**src/rtl/clkdiv_pkg.sv**
```systemverilog
package clkdiv_pkg;
  typedef enum logic [1:0] {
    DEC_PLUS_ONE = 2'd0,
    DEC_DIRECT   = 2'd1,
    DEC_POW2     = 2'd2,
    DEC_TABLE    = 2'd3
  } dec_mode_e;
endpackage

```
**src/rtl/clkdiv_decode.sv**
```systemverilog
module clkdiv_decode
  import clkdiv_pkg::*;
#(
  parameter dec_mode_e   MODE    = DEC_PLUS_ONE,
  parameter int unsigned DIV_W   = 4,
  parameter int unsigned CNT_W   = 8,
  parameter int unsigned MIN_DIV = 1,
  parameter int unsigned MAX_DIV = 16,
  parameter logic [(1<<DIV_W)*CNT_W-1:0] TABLE_FLAT = '0
) (
  input  logic [DIV_W-1:0] field_i,
  output logic [CNT_W-1:0] div_o,
  output logic             ok_o
);
  localparam int unsigned WIDE = CNT_W + 1;
  localparam logic [WIDE-1:0] LO  = WIDE'(MIN_DIV);
  localparam logic [WIDE-1:0] HI  = WIDE'(MAX_DIV);
  localparam logic [WIDE-1:0] TOP = WIDE'(1) << CNT_W;

  generate
    if (MODE == DEC_TABLE) begin : g_table
      always_comb begin
        div_o = TABLE_FLAT[field_i*CNT_W +: CNT_W];
        ok_o  = (div_o != '0);
      end
    end else begin : g_arith
      logic [WIDE-1:0] raw;
      logic            fmt_ok;
      if (MODE == DEC_PLUS_ONE) begin : g_p1
        always_comb begin
          raw    = WIDE'(field_i) + WIDE'(1);
          fmt_ok = 1'b1;
        end
      end else if (MODE == DEC_DIRECT) begin : g_dir
        always_comb begin
          raw    = WIDE'(field_i);
          fmt_ok = (field_i != '0);
        end
      end else begin : g_pow
        always_comb begin
          fmt_ok = (int'(field_i) < int'(CNT_W));
          raw    = fmt_ok ? (WIDE'(1) << field_i) : '0;
        end
      end
      always_comb begin
        div_o = raw[CNT_W-1:0];
        ok_o  = fmt_ok && (raw >= LO) && (raw <= HI) && (raw < TOP) && (raw != '0);
      end
    end
  endgenerate
endmodule

```
**src/rtl/clkdiv_ctrl.sv**
```systemverilog
module clkdiv_ctrl #(
  parameter int unsigned DATA_W    = 32,
  parameter int unsigned DIV_LSB   = 0,
  parameter int unsigned DIV_W     = 4,
  parameter bit          USE_LATCH = 1'b0,
  parameter int unsigned LATCH_BIT = 31,
  parameter int unsigned IDLE_BIT  = 8,
  parameter bit          IDLE_INV  = 1'b0
) (
  input  logic              clk_i,
  input  logic              rst_i,
  input  logic              wr_en_i,
  input  logic [DATA_W-1:0] wr_data_i,
  input  logic              dec_ok_i,
  output logic [DIV_W-1:0]  field_o,
  output logic              load_o,
  output logic [DATA_W-1:0] rd_data_o,
  output logic              err_o,
  output logic              autoidle_o
);
  logic [DIV_W-1:0] field_q;
  logic             idle_q;
  logic             err_q;
  logic             apply;

  assign field_o = wr_data_i[DIV_LSB +: DIV_W];

  generate
    if (USE_LATCH) begin : g_latch
      assign apply = wr_data_i[LATCH_BIT];
    end else begin : g_direct
      assign apply = 1'b1;
    end
  endgenerate

  assign load_o = wr_en_i && apply && dec_ok_i;

  always_ff @(posedge clk_i) begin
    if (rst_i) begin
      field_q <= '0;
      idle_q  <= 1'b0;
      err_q   <= 1'b0;
    end else if (wr_en_i) begin
      field_q <= field_o;
      idle_q  <= wr_data_i[IDLE_BIT];
      if (apply) err_q <= !dec_ok_i;
    end
  end

  always_comb begin
    rd_data_o                    = '0;
    rd_data_o[DIV_LSB +: DIV_W]  = field_q;
    rd_data_o[IDLE_BIT]          = idle_q;
  end

  assign err_o      = err_q;
  assign autoidle_o = idle_q ^ IDLE_INV;
endmodule

```
**src/rtl/clkdiv_core.sv**
```systemverilog
module clkdiv_core #(
  parameter int unsigned CNT_W   = 8,
  parameter int unsigned RST_DIV = 1
) (
  input  logic             clk_i,
  input  logic             rst_i,
  input  logic             load_i,
  input  logic [CNT_W-1:0] load_div_i,
  output logic             clk_o,
  output logic [CNT_W-1:0] cur_div_o,
  output logic [CNT_W-1:0] cnt_o,
  output logic             wrap_o,
  output logic             div_q_o
);
  localparam logic [CNT_W-1:0] RST_V = CNT_W'(RST_DIV);

  logic [CNT_W-1:0] cnt_q, cur_q, pend_q;
  logic             pend_v_q, div_q;
  logic [CNT_W-1:0] nxt_cnt, nxt_cur;
  logic             wrap;

  always_comb begin
    wrap    = (cnt_q == cur_q - CNT_W'(1));
    nxt_cur = (wrap && pend_v_q) ? pend_q : cur_q;
    nxt_cnt = wrap ? '0 : cnt_q + CNT_W'(1);
  end

  always_ff @(posedge clk_i) begin
    if (rst_i) begin
      cnt_q    <= '0;
      cur_q    <= RST_V;
      pend_q   <= RST_V;
      pend_v_q <= 1'b0;
      div_q    <= (RST_DIV > 1);
    end else begin
      cnt_q <= nxt_cnt;
      cur_q <= nxt_cur;
      div_q <= (nxt_cnt < (nxt_cur >> 1));
      if (load_i) begin
        pend_q   <= load_div_i;
        pend_v_q <= 1'b1;
      end else if (wrap) begin
        pend_v_q <= 1'b0;
      end
    end
  end

  assign clk_o     = (cur_q == CNT_W'(1)) ? clk_i : div_q;
  assign cur_div_o = cur_q;
  assign cnt_o     = cnt_q;
  assign wrap_o    = wrap;
  assign div_q_o   = div_q;
endmodule

```
**src/rtl/clkdiv_reg.sv**
```systemverilog
module clkdiv_reg
  import clkdiv_pkg::*;
#(
  parameter int unsigned DATA_W    = 32,
  parameter int unsigned DIV_LSB   = 0,
  parameter int unsigned DIV_W     = 4,
  parameter int unsigned CNT_W     = 8,
  parameter dec_mode_e   MODE      = DEC_PLUS_ONE,
  parameter int unsigned MIN_DIV   = 1,
  parameter int unsigned MAX_DIV   = 16,
  parameter logic [(1<<DIV_W)*CNT_W-1:0] TABLE_FLAT = '0,
  parameter bit          USE_LATCH = 1'b0,
  parameter int unsigned LATCH_BIT = 31,
  parameter int unsigned IDLE_BIT  = 8,
  parameter bit          IDLE_INV  = 1'b0
) (
  input  logic              clk_i,
  input  logic              rst_i,
  input  logic              wr_en_i,
  input  logic [DATA_W-1:0] wr_data_i,
  output logic [DATA_W-1:0] rd_data_o,
  output logic              clk_o,
  output logic              autoidle_o,
  output logic              err_o,
  output logic [CNT_W-1:0]  cur_div_o
);
  localparam int unsigned TBL_N = 1 << DIV_W;

  function automatic int unsigned first_legal();
    int unsigned best;
    int unsigned v;
    int unsigned p;
    best = 0;
    if (MODE == DEC_TABLE) begin
      for (int i = 0; i < TBL_N; i++) begin
        v = int'(TABLE_FLAT[i*CNT_W +: CNT_W]);
        if (v != 0 && (best == 0 || v < best)) best = v;
      end
    end else begin
      v = (MIN_DIV < 1) ? 1 : MIN_DIV;
      if (MODE == DEC_POW2) begin
        p = 1;
        for (int i = 0; i < CNT_W; i++) if (p < v) p = p << 1;
        best = p;
      end else begin
        best = v;
      end
    end
    return (best == 0) ? 1 : best;
  endfunction

  localparam int unsigned RST_DIV = first_legal();

  logic [DIV_W-1:0] field_w;
  logic [CNT_W-1:0] dec_div_w;
  logic             dec_ok_w;
  logic             load_w;
  logic [CNT_W-1:0] cnt_w;
  logic             wrap_w;
  logic             div_q_w;

  clkdiv_ctrl #(
    .DATA_W(DATA_W), .DIV_LSB(DIV_LSB), .DIV_W(DIV_W), .USE_LATCH(USE_LATCH),
    .LATCH_BIT(LATCH_BIT), .IDLE_BIT(IDLE_BIT), .IDLE_INV(IDLE_INV)
  ) u_ctrl (
    .clk_i(clk_i), .rst_i(rst_i), .wr_en_i(wr_en_i), .wr_data_i(wr_data_i),
    .dec_ok_i(dec_ok_w), .field_o(field_w), .load_o(load_w),
    .rd_data_o(rd_data_o), .err_o(err_o), .autoidle_o(autoidle_o)
  );

  clkdiv_decode #(
    .MODE(MODE), .DIV_W(DIV_W), .CNT_W(CNT_W), .MIN_DIV(MIN_DIV),
    .MAX_DIV(MAX_DIV), .TABLE_FLAT(TABLE_FLAT)
  ) u_dec (
    .field_i(field_w), .div_o(dec_div_w), .ok_o(dec_ok_w)
  );

  clkdiv_core #(
    .CNT_W(CNT_W), .RST_DIV(RST_DIV)
  ) u_core (
    .clk_i(clk_i), .rst_i(rst_i), .load_i(load_w), .load_div_i(dec_div_w),
    .clk_o(clk_o), .cur_div_o(cur_div_o), .cnt_o(cnt_w), .wrap_o(wrap_w),
    .div_q_o(div_q_w)
  );
endmodule

```
**config.mk**
```make
export PLATFORM = sky130hd
export DESIGN_NAME = clkdiv_reg
export DESIGN_NICKNAME = d
export VERILOG_FILES = /design/src/rtl/clkdiv_pkg.sv /design/src/rtl/clkdiv_decode.sv /design/src/rtl/clkdiv_ctrl.sv /design/src/rtl/clkdiv_core.sv /design/src/rtl/clkdiv_reg.sv
export SDC_FILE = /design/constraint.sdc
export NUM_CORES = 1
export LEC_CHECK = 0
export BUFFER_PORTS_ARGS = -buffer_cell sky130_fd_sc_hd__buf_2
export CAP_MARGIN = 20
export CORE_ASPECT_RATIO = 1.4
export CORE_MARGIN = 2
export CORE_UTILIZATION = 46
export DETAILED_ROUTE_END_ITERATION = 6
export HOLD_SLACK_MARGIN = 0.1
export PLACE_DENSITY = 0.79
export SYNTH_ARGS = -nofsm -noshare
export SYNTH_HDL_FRONTEND = slang
export SYNTH_HIERARCHICAL = 1
export SYNTH_SLANG_ARGS = --single-unit
```
**constraint.sdc**
```tcl
create_clock -name clk_i -period 3.5 [get_ports clk_i]
set_input_delay 0.7 -clock clk_i [delete_from_list [all_inputs] [get_ports clk_i]]
set_output_delay 0.7 -clock clk_i [all_outputs]
set_load 0.05 [all_outputs]
```
==> summary.txt <==
Status
  • Status: finished, final reports clean

Synthesis
  • Cell variety after synth: 48
  • Syn Area/Cell: 8.950 µm²
  • Post-synthesis simple-gate area fraction: 21.59%
  • Synth Area in Compound Gates: 7.892%
  • Main combinational cell family by area after synthesis: simple AND/OR/NAND/NOR gates
  • Yosys top cell by area: dfxtp_1
  • Synth Flop Type: dfxtp_1
  • Post-Synth Adder-Cell Area: 6.764%
  • Mux contribution to synthesized area: 12.23%
  • Mapped cell area: 0.002220 mm²
  • Synth area leaders: dfxtp_1 (29%), buf_4 (12%), mux2i_1 (12%)
  • Top cell type's share of synthesized area: 28.86%
  • EDFF count, synth: 0
  • Top-count cell post-synth: buf_4
  • #FFs+latches synth: 32
  • Synth warnings: 6
  • Top cells by instance count after synthesis: buf_4 (36), dfxtp_1 (32), mux2i_1 (26)
  • Post-synthesis xor/xnor area fraction: 6.708%
  • Cell count after synthesis: 248
  • Post-synthesis sequential area ratio: 28.86%
  • Post-synth ARST share: 0%

Place
  • Placed instance area: 0.002262 mm²
  • Final Wtd Congestion: 0.8716
  • Pre-CTS setup slack: 0.1292 ns
  • HPWL after DPL: 3107 µm
  • Port buffer count: 23

Floorplanning
  • Core ar.: 0.004572 mm²
  • Initial Utilization: 48.55%
  • Die X: 62.71 µm
  • Rows: 29
  • Die height: 86.19 µm
  • Die ar.: 0.005405 mm²
  • Num ports: 78

Finish
  • Area grow syn2layout: 15.78%
  • Filler cells: 412
  • Finished Cell Area: 0.002570 mm²
  • Post-Route Utilization: 56.21%
  • Layout cell share with drive strength beyond 1: 27.02%
  • Diodes inserted: 0
  • Nets@finish: 332

STA
  • Clock skew: 0.006088 ns
  • Worst Tran Pin Value: 0.6491 ns
  • Period Utilization, post-route: 98.59%
  • Final Hold Fails: 0
  • Setup TNS Final: 0 ns
  • Crit path time final: 3.451 ns
  • WHS: 0.4802 ns
  • Slew HR: 56.73%
  • Worst setup margin: 0.04926 ns
  • # setup viols final: 0
  • Max Slew Vio Count: 0
  • Fmax: 289.8 MHz

Routing
  • Total wire length after detailed routing: 4547 µm
  • Vias per inst: 4.997
  • Routed vias: 1734
  • Initial DRC count: 86
  • DRC Markers: 0
  • Antenna viol nets, final: 0
  • First drt pass iteration count: 4
  • WL/cell: 13.10 µm

Worst setup path
  • Critical path capture point type: register
  • Worst path most repeated cell: o21a_1
  • Worst R2R Setup Slack: 0.05 ns
  • Worst EP required: 3.81 ns
  • Crit Path Max Fanout: 7
  • Critical path class: reg2reg
  • Largest stage delay, worst path: 0.58 ns
  • CP Cell Sequence: buf_6 -> nor3_4 -> xnor2_2 -> or4_4 -> nor4_4 -> buf_12 -> mux2i_1 -> ha_1 -> o21a_1 -> o21a_1 -> o31ai_2 -> a32oi_1 -> a211oi_2
  • Critical path's slowest cell: or4_4
  • Critical Path AT: 3.76 ns
  • Startpoint type of the worst setup path: register

Power
  • Max IR drop VDD: 0.3584 mV
  • Leakage power: 1.183 nW
  • P per Cell Area: 581.3 mW/mm²

GRT
  • Total Routing Usage GR: 17.01%
  • Initial antenna violation count: 0
  • First-pass GRT wire length: 6989 µm
  • Largest net degree at the start of global routing: 43
  • Total gr overflow: 0
  • Vias in the first global route: 1563

Hold path
  • Hold Crit Class: reg2reg

Clock network
  • CTS tree: done
  • Worst-Skew Late Latency: 0.40 ns
  • Hold buffers post-CTS: 0
  • Worst-path clk slew: 0.06 ns

Run
  • Max-cap violations: 0
-- through the flow --
step | total power, mW | instances
6_report | 1.494 | 347
5_1_grt | 1.569 | 347
4_1_cts | 1.409 | 331
3_5_place_dp | 1.056 | 321
3_3_place_gp | 1.046 | 321
2_1_floorplan | 0.9318 | 276
-- state kept, by name, summed over array words and instances, names as in the netlist --
name,count
u_core/cnt_o,8
u_core/cur_div_o,8
u_core/pend_q,8
u_ctrl/field_q,4
u_core/div_q_o,1
u_core/pend_v_q,1
u_ctrl/autoidle_o,1
u_ctrl/err_o,1
-- critical path, delay by kind of cell (launching register included) --
kind | cells | cell delay [ns]
and+or+nand+nor | 3 | 1.23
AOI/OAI and AO/OA | 5 | 0.95
DFF | 1 | 0.32
buffers and inverters | 2 | 0.29
adders and majority gates | 1 | 0.28
muxes | 1 | 0.19
xor gates and xnor gates | 1 | 0.10
-- area by class of cell --
| cell class | instances | area (µm²) | area share (%) |
|---|---|---|---|
| tap | 62 | 77.57 | 3.019 |
| sequential | 32 | 646.9 | 25.17 |
| clock inverter | 1 | 5.005 | 0.1947 |
| inverter | 7 | 26.28 | 1.022 |
| clock buffer | 10 | 118.9 | 4.625 |
| multi-input combinational | 192 | 1395 | 54.28 |
| timing repair buffer | 43 | 300.3 | 11.68 |
-- metal layers --
| metal | GRT usage [%] | wire [µm] | share of wire [%] | vias up |
|---|---|---|---|---|
| li1 | - | - | - | 857 |
| met1 | 17.98 | 1808 | 40 | 816 |
| met2 | 29.13 | 2428 | 53 | 53 |
| met3 | 5.065 | 213 | 4.7 | 8 |
| met4 | 11.72 | 97 | 2.1 | 0 |
| met5 | 0 | 0 | 0 | - |
-- cells in the final DEF, fill, tap and decap left out, types with 2 or more instances in the layout --
master / instances
buf_4: 17
ha_2: 2
inv_1: 7
clkbuf_8: 8
buf_12: 2
ha_1: 10
xnor2_1: 6
a31oi_1: 2
buf_2: 23
conb_1: 30
dfxtp_2: 5
or4_4: 2
nand3_1: 5
o22a_1: 2
xor2_1: 9
nor3_2: 3
nor2b_1: 2
a21oi_1: 5
nand2b_1: 15
dfxtp_1: 27
nor2_1: 25
nor3_1: 10
nand2_1: 3
nor4_4: 2
buf_6: 2
and3_1: 5
o21a_1: 2
and2_1: 2
xnor2_2: 2
mux2i_1: 26
-- report_power, final --
part	switching, mW	internal (mW)	total [mW]	leakage (nW)
sequential	0.0315	0.395	0.426	0.263
clock	0.196	0.223	0.419	0.0708
combinational	0.364	0.285	0.648	0.849
total	0.591	0.902	1.49	1.18
-- repair_timing --
action                                  CTS  global route
buffers inserted                          0            16
endpoints found under the setup margin    0             1
gates resized for setup                   0            17
-- logic make-up (layout without fill, tap and decap cells) --
family	count (synthesis)	count (layout)
compound gates	24	24
xor+xnor	17	17
fa+ha+maj	12	12
buf+inv	52	61
flops	32	32
mux	27	27
other cells	2	30
simple gates	82	82
-- path summary, 6_finish.rpt --
| path | from | end | depth (start not counted) |
|---|---|---|---|
| worst max-delay path | u_core/cur_div_o[1]$_SDFF_PP0_ | u_core/div_q_o$_SDFF_PP0_ | 13 |
| worst min-delay path | u_core/pend_q[2]$_SDFFE_PP0P_ | u_core/cur_div_o[2]$_SDFF_PP0_ | 2 |
| worst max register to register | u_core/cur_div_o[1]$_SDFF_PP0_ | u_core/div_q_o$_SDFF_PP0_ | 13 |
| worst min register to register | u_core/pend_q[2]$_SDFFE_PP0P_ | u_core/cur_div_o[2]$_SDFF_PP0_ | 2 |
No activity file was read; power rests on OpenSTA's default activity.
